### config.mk
export PLATFORM = sky130hd
export DESIGN_NAME = cpwm_timebase
export DESIGN_NICKNAME = d
export VERILOG_FILES = /design/src/rtl/cpwm_pkg.sv /design/src/rtl/cpwm_regs.sv /design/src/rtl/cpwm_bounce.sv /design/src/rtl/cpwm_phase_sel.sv /design/src/rtl/cpwm_timebase.sv
export SDC_FILE = /design/constraint.sdc
export NUM_CORES = 1
export LEC_CHECK = 0
export ABC_AREA = 1
export BUFFER_PORTS_ARGS = -buffer_cell sky130_fd_sc_hd__clkbuf_2
export CORE_MARGIN = 2
export CORE_UTILIZATION = 30
export DETAILED_ROUTE_END_ITERATION = 6
export PLACE_DENSITY_LB_ADDON = 0.12
export SLEW_MARGIN = 25
export SYNTH_ARGS = -nofsm -noshare
export SYNTH_HDL_FRONTEND = slang
export SYNTH_SLANG_ARGS = --single-unit
export TNS_END_PERCENT = 50
### constraint.sdc
create_clock -name clk -period 2.88 [get_ports clk]
set_input_delay 0 -clock clk [delete_from_list [all_inputs] [get_ports clk]]
set_output_delay 0 -clock clk [all_outputs]
set_load 0.01 [all_outputs]
### src/rtl/cpwm_pkg.sv
package cpwm_pkg;
  // register address map (word addresses)
  localparam int A_CTRL   = 0;
  localparam int A_DEAD   = 1;
  localparam int A_HALF   = 2;
  localparam int A_MAIN_A = 3;
  localparam int A_MAIN_B = 4;
  localparam int A_SUB    = 5;

  // control word fields
  localparam int RUN_BIT  = 0;
  localparam int CODE_LSB = 1;
  localparam int CODE_W   = 3;

  // counter slot indices inside the timebase
  localparam int N_CTR  = 3;
  localparam int CTR_A  = 0;
  localparam int CTR_B  = 1;
  localparam int CTR_S  = 2;
endpackage

### src/rtl/cpwm_regs.sv
module cpwm_regs
  import cpwm_pkg::*;
#(
  parameter int DW = 16,
  parameter int AW = 3
) (
  input  logic              clk,
  input  logic              rst_n,
  input  logic [AW-1:0]     addr,
  input  logic              wr,
  input  logic              wide,
  input  logic [DW-1:0]     wdata,
  output logic              run_q,
  output logic [CODE_W-1:0] code_q,
  output logic [DW-1:0]     dead_q,
  output logic [DW-1:0]     half_q,
  output logic              start,
  output logic              err_q
);
  logic wr_ok;
  assign wr_ok = wr && wide;
  assign start = wr_ok && (addr == AW'(A_CTRL)) && wdata[RUN_BIT] && !run_q;

  always_ff @(posedge clk or negedge rst_n) begin
    if (!rst_n) begin
      run_q  <= 1'b0;
      code_q <= '0;
      dead_q <= '1;
      half_q <= '1;
      err_q  <= 1'b0;
    end else begin
      err_q <= wr && !wide;
      if (wr_ok) begin
        if (addr == AW'(A_CTRL)) begin
          run_q  <= wdata[RUN_BIT];
          code_q <= wdata[CODE_LSB +: CODE_W];
        end
        if (addr == AW'(A_DEAD)) dead_q <= wdata;
        if (addr == AW'(A_HALF)) half_q <= wdata;
      end
    end
  end
endmodule

### src/rtl/cpwm_bounce.sv
module cpwm_bounce #(
  parameter int DW = 16
) (
  input  logic          clk,
  input  logic          rst_n,
  input  logic          load,
  input  logic [DW-1:0] load_val,
  input  logic          en,
  input  logic [DW-1:0] lo,
  input  logic [DW-1:0] hi,
  output logic [DW-1:0] cnt,
  output logic          up
);
  localparam logic [DW-1:0] ONE = DW'(1);

  always_ff @(posedge clk or negedge rst_n) begin
    if (!rst_n) begin
      cnt <= '0;
      up  <= 1'b1;
    end else if (load) begin
      cnt <= load_val;
      up  <= 1'b1;
    end else if (en) begin
      if (up && cnt == hi) begin
        up  <= 1'b0;
        cnt <= cnt - ONE;
      end else if (!up && cnt == lo) begin
        up  <= 1'b1;
        cnt <= cnt + ONE;
      end else if (up) begin
        cnt <= cnt + ONE;
      end else begin
        cnt <= cnt - ONE;
      end
    end
  end
endmodule

### src/rtl/cpwm_phase_sel.sv
module cpwm_phase_sel (
  input  logic [2:0] code,
  output logic [2:0] hi_en,
  output logic [2:0] lo_en
);
  // bit 0 = U, bit 1 = V, bit 2 = W
  always_comb begin
    hi_en = 3'b000;
    lo_en = 3'b000;
    case (code)
      3'd1: begin hi_en = 3'b001; lo_en = 3'b100; end
      3'd2: begin hi_en = 3'b010; lo_en = 3'b001; end
      3'd3: begin hi_en = 3'b010; lo_en = 3'b100; end
      3'd4: begin hi_en = 3'b100; lo_en = 3'b010; end
      3'd5: begin hi_en = 3'b001; lo_en = 3'b010; end
      3'd6: begin hi_en = 3'b100; lo_en = 3'b001; end
      default: begin hi_en = 3'b000; lo_en = 3'b000; end
    endcase
  end
endmodule

### src/rtl/cpwm_timebase.sv
module cpwm_timebase
  import cpwm_pkg::*;
(
  input  logic        clk,
  input  logic        rst_n,
  input  logic [2:0]  bus_addr,
  input  logic        bus_wr,
  input  logic        bus_wide,
  input  logic [15:0] bus_wdata,
  output logic [15:0] bus_rdata,
  output logic        bus_err,
  output logic [15:0] cnt_a,
  output logic [15:0] cnt_b,
  output logic [15:0] cnt_sub,
  output logic [1:0]  main_down,
  output logic        sub_up,
  output logic [2:0]  hi_en,
  output logic [2:0]  lo_en
);
  localparam int DW = 16;
  localparam int AW = 3;
  localparam int PAD_W = DW - CODE_W - 1;

  logic              run_q;
  logic [CODE_W-1:0] code_q;
  logic [DW-1:0]     dead_q;
  logic [DW-1:0]     half_q;
  logic              start;
  logic [DW-1:0]     peak;
  logic [DW-1:0]     cnt_v [N_CTR];
  logic              up_v  [N_CTR];

  cpwm_regs #(.DW(DW), .AW(AW)) u_regs (
    .clk(clk), .rst_n(rst_n), .addr(bus_addr), .wr(bus_wr), .wide(bus_wide),
    .wdata(bus_wdata), .run_q(run_q), .code_q(code_q), .dead_q(dead_q),
    .half_q(half_q), .start(start), .err_q(bus_err)
  );

  assign peak = dead_q + half_q;

  for (genvar g = 0; g < N_CTR; g++) begin : g_ctr
    logic [DW-1:0] lo_b;
    logic [DW-1:0] ld_v;
    if (g == CTR_S) begin : g_lo_half
      assign lo_b = half_q;
    end else begin : g_lo_zero
      assign lo_b = '0;
    end
    if (g == CTR_A) begin : g_ld_dead
      assign ld_v = dead_q;
    end else begin : g_ld_zero
      assign ld_v = '0;
    end
    cpwm_bounce #(.DW(DW)) u_ctr (
      .clk(clk), .rst_n(rst_n), .load(start), .load_val(ld_v), .en(run_q),
      .lo(lo_b), .hi(peak), .cnt(cnt_v[g]), .up(up_v[g])
    );
  end

  assign cnt_a     = cnt_v[CTR_A];
  assign cnt_b     = cnt_v[CTR_B];
  assign cnt_sub   = cnt_v[CTR_S];
  assign main_down = {~up_v[CTR_B], ~up_v[CTR_A]};
  assign sub_up    = up_v[CTR_S];

  cpwm_phase_sel u_phase (.code(code_q), .hi_en(hi_en), .lo_en(lo_en));

  always_comb begin
    case (bus_addr)
      AW'(A_CTRL):   bus_rdata = {{PAD_W{1'b0}}, code_q, run_q};
      AW'(A_DEAD):   bus_rdata = dead_q;
      AW'(A_HALF):   bus_rdata = half_q;
      AW'(A_MAIN_A): bus_rdata = cnt_v[CTR_A];
      AW'(A_MAIN_B): bus_rdata = cnt_v[CTR_B];
      AW'(A_SUB):    bus_rdata = cnt_v[CTR_S];
      default:       bus_rdata = '0;
    endcase
  end
endmodule

* After elaboration in Yosys (flattened, before gate mapping)
Cells that the tools add are included.
Storage, ports and cells: register bits after elaboration 88, bits of input ports 23, output and inout bits 74, logic and storage cells 100
Operators by class: add/subtract/negate cells 7, eq/ne operators 15, muxes and demuxes 30, bitwise logic cells 2, reduce and logical (&&, ||, !) cells 35
Operator list (count):
- $mux 16 | 15
- $pmux 16 s6 | 1
- $eq 16x16->1 | 4
- $add 16x1->16 const B | 3
- $sub 16x1->16 const B | 3
- $logic_not 16->1 | 2
- $pmux 3 s3 | 2
- $add 16x16->16 | 1
- $eq 3x3->1 const B | 5
- $eq 3x2->1 const B | 4
- $mux 1 | 12
- $reduce_and 2->1 | 6
- $reduce_or 2->1 | 6
- $logic_and 1x1->1 | 11
- $reduce_bool 3->1 | 3
- $eq 3x1->1 const B | 2
- $logic_not 1->1 | 5
- $logic_not 3->1 | 1
- $not 1->1 | 2
- $reduce_bool 2->1 | 1

* Longest topological paths before layout
word-level depth 6, depth in mapped cells 22, mapped depth without buffers 22

* Modules after synthesis
A second synthesis with hierarchy kept.
Second synthesis, totals: cell total of the unflattened synthesis 1790, area total of the unflattened synthesis 10475.0 um^2
Modules (own cells, without submodules):
- cpwm_bounce (g_ctr[0].u_ctr ...) | times used 2, cells each 437, area an instance 2434.8 um^2, seq. area each 426.7 um^2
- cpwm_bounce (g_ctr[2].u_ctr) | times used 1, cells each 421, area an instance 2383.5 um^2, seq. area each 426.7 um^2
- cpwm_regs | times used 1, cells each 166, area an instance 1590.3 um^2, seq. area each 965.9 um^2
- cpwm_timebase | times used 1, cells each 315, area an instance 1575.3 um^2, seq. area each 0.0 um^2
- cpwm_phase_sel | times used 1, cells each 14, area an instance 56.3 um^2, seq. area each 0.0 um^2

* Worst setup path before layout
OpenSTA, ideal clock, no wires.
path type flip-flop to flip-flop, start point register u_regs.half_q[0], end point register g_ctr[0].u_ctr.cnt[3], library setup time 0.124 ns, arrival 2.653 ns, required time 2.756 ns, path slack 0.103 ns, stages on the path, launching flop included 21, buffers on the path 1, period minus slack after synthesis 2.777 ns, path through dfstp_2 > ha_1 > inv_1 > fa_1 > inv_1 > nand2_2 > nand2_2 > nand3_2 > nand2_2 > nand2_1 > nand3_2 > nand2_2 > nand2_1 > nand2_1 > nor2_1 > nand2_1 > nor2_4 > nand2_4 > buf_4 > a21oi_1 > o21bai_1
On the way: word-level cells in the longest chain between the ends 6
RTL lines:
- start, declared | RTL line cpwm_regs.sv:16 | output logic [DW-1:0] half_q,
- start signal, assigned | RTL line cpwm_regs.sv:39 | if (addr == AW'(A_HALF)) half_q <= wdata;
- $add 16x16->16 | RTL line cpwm_timebase.sv:39 | assign peak = dead_q + half_q;
- $eq 16x16->1 | RTL line cpwm_bounce.sv:24 | if (up && cnt == hi) begin
- $logic_and 1x1->1 | RTL line cpwm_bounce.sv:24
- $mux 16 | RTL line cpwm_bounce.sv:24
- $mux 16 | RTL line cpwm_bounce.sv:23 | end else if (en) begin
- $mux 16 | RTL line cpwm_bounce.sv:20 | end else if (load) begin
- end signal, assigned | RTL line cpwm_bounce.sv:21 | cnt <= load_val;
- end signal, assigned | RTL line cpwm_bounce.sv:26 | cnt <= cnt - ONE;
- end signal, assigned | RTL line cpwm_bounce.sv:29 | cnt <= cnt + ONE;
- end, declared | RTL line cpwm_bounce.sv:11 | output logic [DW-1:0] cnt,
Every way passes these cells. The select of a mux whose other input is x is not followed. A chain may end at the register's enable or synchronous reset.

* Final worst setup path
start point register u_regs.dead_q[0], end point register g_ctr[0].u_ctr.cnt[4]
On the way: word-level cells in the longest chain between the ends 6
RTL lines:
- start, declared | RTL line cpwm_regs.sv:15 | output logic [DW-1:0] dead_q,
- start signal, assigned | RTL line cpwm_regs.sv:38 | if (addr == AW'(A_DEAD)) dead_q <= wdata;
- $add 16x16->16 | RTL line cpwm_timebase.sv:39
- $eq 16x16->1 | RTL line cpwm_bounce.sv:24
- $logic_and 1x1->1 | RTL line cpwm_bounce.sv:24
- $mux 16 | RTL line cpwm_bounce.sv:24
- $mux 16 | RTL line cpwm_bounce.sv:23
- $mux 16 | RTL line cpwm_bounce.sv:20
Every way passes these cells. The select of a mux whose other input is x is not followed.

==> results.md <==
* Status: finished, violations left
* Violated checks: setup timing
* Crit Path Category: flip-flop to flip-flop
* Most common cell after layout, fill and taps aside: nand2_1
* Worst path required time at 3.18 ns
* Post-Syn Area per Cell at 6.251 um2
* Post-synth EDFFs at 0
* First-pass GRT wire length at 60,620 um
* Async set or reset register ratio after synthesis at 100.0%
* Max Fanout on Critical Path at 5
* DRT Pass-1 Iters at 5
* Buffers on Ports at 96
* CORE AREA at 28,780 um2
* Die height at 175.1 um
* Worst reg2reg endpoint: g_ctr[0].u_ctr.cnt[4]
* FMAX at 0.3319 GHz
* Worst EP arrival at 3.31 ns
* Initial antenna violation count at 0
* Min-delay worst type: input pin to flip-flop
* Crit path largest cell delay at 0.56 ns
* Final Cell Area at 11,690 um2
* IO Pins at 97
* Ant diodes at 0
* Vias at 10,395
* Synth area leaders: nand2_1 (17%), dfrtp_1 (15%), nand3_1 (12%)
* Clock Root Buffer: clkbuf_16
* Power share of the combinational group at 67.3%
* Final net count at 1,662
* CTS Sinks at 88
* Post-DR vias/cell at 5.182
* 1st-iter DRT viols at 975
* Synth warn at 0
* # rows at 62
* Congestion Overflow GR at 0
* Synth unique cells at 48
* Hold path cells at 5
* Post-synthesis sequential area ratio at 25.57%
* Most frequent cells in the layout: nand2_1 (357), nand3_1 (173), inv_1 (150), buf_4 (130), clkbuf_2 (95)
* Setup crit start kind: flip-flop
* Final setup fails at 32
* Pins Over Slew Limit at 0
* Clk_lat worst skew at 0.38 ns
* Final period util at 104.6%
* Worst Clk Skew at 0.01666 ns
* TritonCTS clock tree: built
* Cell Area, Placed at 10,570 um2
* CTS H-tree depth at 3
* Share of layout cells above drive strength 1 at 27.37%
* Pwr Total at 11.75 mW
* Reg2reg path depth at 20
* Routed len/inst at 20.09 um
* Total Routing Usage GR at 26.26%
* Power Internal at 5.392 mW
* Most frequent cell on the critical path: nand2_4
* Area growth, synth to finish at 33.11%
* Ys flop type: dfrtp_1
* Initial Util at 30.51%
* Worst Tran Pin Value at 0.7949 ns
* Post-route minimum period at 3.013 ns
* Clock share of power at 11.4%
* Detailed Route WL at 40,290 um
* Hpwl dp at 31,840 um
* Worst setup EP type: flip-flop
* Gate Count Post-Synth at 1,405
* Sw frac at 54.12%
* Post-Syn Area at 8782 um2
* Slew margin rel. at 46.86%
* Pre-CTS setup slack at -0.1850 ns
* Synth area leader: nand2_1
* R2R Setup Slk at -0.13 ns
* Vias in the first global route at 10,003
* Die ar. at 30,660 um2
* Final worst slack at -0.1325 ns
* Die span in x at 175.1 um
* VDD IR-drop max at 306.5 uV
* Worst Path Buf+Inv at 4
* Number of synthesized register bits at 88
* Sequential Power Share at 21.3%
* Fin util at 40.62%
* Final non-filler cell total at 2,006
* Top delay family on crit path: simple AND/OR/NAND/NOR gates
* Max_cap viols at 0
* Area share of the largest cell type after synthesis at 16.84%
* Clk buf depth at 2
* Power Density at 1005 nW/um2
* Gpl congestion at 0.9582
* Worst Min Path Start: bus_wr
* Fill count at 3,112
* Hold Vio Cnt, Final at 0
* Placed Cells at 1,964
* Crit path cell chain: ha_4 > inv_2 > fa_2 > inv_2 > nand2_4 > buf_6 > nand2_4 > xor2_1 > nor2_2 > nand2_1 > nor2_2 > nand2_2 > nor2_4 > nand3_2 > nor2_4 > nand2_4 > buf_6 > nand2_2 > nand3_2 > a21oi_2
* Largest net degree at the start of global routing at 89
* Unrepaired setup endpoints after global routing: true
* CTS clk-pin slew, worst paths at 0.07 ns
* Post-Syn Nets at 1,450
* Reg2reg start: u_regs.dead_q[0]
* Antenna-violating nets left at 0
* TritonCTS buffer count at 9
* Leakage at 5.862 nW
* Hold worst-path end: u_regs.code_q[0]
* CP max stage cell: dfstp_2
* # DRC at 0
* Switching power at 6.362 mW
synthesized netlist by cell type (all sizes together) (6+ instances only):
library cell,number
o21ai,81
inv,161
nand4,30
a221oi,13
dfstp,35
nand2,412
buf,18
nor2,111
xor2,80
clkbuf,37
dfrtp,53
xnor2,7
nor3,28
o21bai,8
or2,7
ha,21
o22ai,19
nor4,6
a21oi,37
nand3,213
state kept, by name, summed over array words and instances (netlist names):
name	flops
u_regs.code_q	3
u_regs.dead_q	16
u_regs.err_q	1
u_regs.run_q	1
u_regs.half_q	16
g_ctr.u_ctr.up	3
g_ctr.u_ctr.cnt	48
area by class of cell:
class                   instances  area, um2  share of cell area [%]
clock buffers                  10      250.2                   2.141
flip-flops and latches         88       2246                   19.21
well taps                     384      480.5                   4.110
repair buffers                256       1824                   15.61
clock inverters                 6      63.81                  0.5459
inverters                     165      619.3                   5.298
multi-input cells            1097       6206                   53.09
power groups by stage:
stage                     logic (mW)  registers [mW]  clock network [mW]
after floorplan                 4.40            2.29                   0
after global placement          7.28            2.50                   0
after detailed placement        7.27            2.49                   0
after CTS                       7.43            2.48                1.37
after global routing            8.68            2.56                1.42
final                           7.91            2.50                1.34
kinds of logic after synthesis:
| family | share of synthesized area, % |
|---|---|
| AND/OR/NAND/NOR | 41.46 |
| AO/OA/AOI/OAI | 11.36 |
| buffers and inverters | 9.716 |
| XOR/XNOR | 8.676 |
| flip-flops | 25.57 |
| adder cells (fa/ha/maj) | 3.220 |
per-layer routing:
layer / GRT usage (%) / up-vias / routed length, um
li1: - / 5034 / -
met1: 36.54 / 4941 / 18660
met2: 41.17 / 361 / 18020
met3: 3.481 / 59 / 2243
met4: 10.24 / 0 / 1367
met5: 0 / - / 0
worst reg2reg max path, stage by stage (launching register included):
cell and delay (ns):
dfstp_2 0.56, ha_4 0.14, inv_2 0.04, fa_2 0.39
inv_2 0.11, nand2_4 0.07, buf_6 0.13, nand2_4 0.06
xor2_1 0.08, nor2_2 0.14, nand2_1 0.09, nor2_2 0.15
nand2_2 0.10, nor2_4 0.08, nand3_2 0.08, nor2_4 0.15
nand2_4 0.13, buf_6 0.17, nand2_2 0.06, nand3_2 0.06
a21oi_2 0.15
stage by stage:
step | setup TNS, ns | hold slack [ns]
2_1_floorplan | 0 | -0.2956
3_3_place_gp | -3.881 | 0.09748
3_5_place_dp | -4.854 | 0.09809
4_1_cts | -0.05447 | 0.07062
5_1_grt | -9.610 | 0.1098
6_report | -1.943 | 0.07500
what timing repair did:
action | 4_1_cts | 5_1_grt
cloned | 1 | 1
pin swaps | 8 | 51
buffers inserted | 3 | 2
hold endpoints to repair | 89 | 0
hold buffers | 19 | 0
endpoints found under the setup margin | 48 | 48
resized for setup | 28 | 109
worst max path at each step:
stage,cells past startpoint,endpoint,start,slack [ns]
after floorplan,20,g_ctr[0].u_ctr.cnt[3],u_regs.half_q[0],0.10
after global placement,20,g_ctr[0].u_ctr.cnt[9],u_regs.dead_q[0],-0.17
after detailed placement,20,g_ctr[0].u_ctr.cnt[11],u_regs.dead_q[0],-0.19
after CTS,18,g_ctr[0].u_ctr.cnt[9],u_regs.dead_q[0],-0.03
after global routing,20,g_ctr[2].u_ctr.cnt[11],u_regs.dead_q[0],-0.25
final,20,g_ctr[0].u_ctr.cnt[4],u_regs.dead_q[0],-0.13
Note: power is estimated with default switching activity, not from simulation.
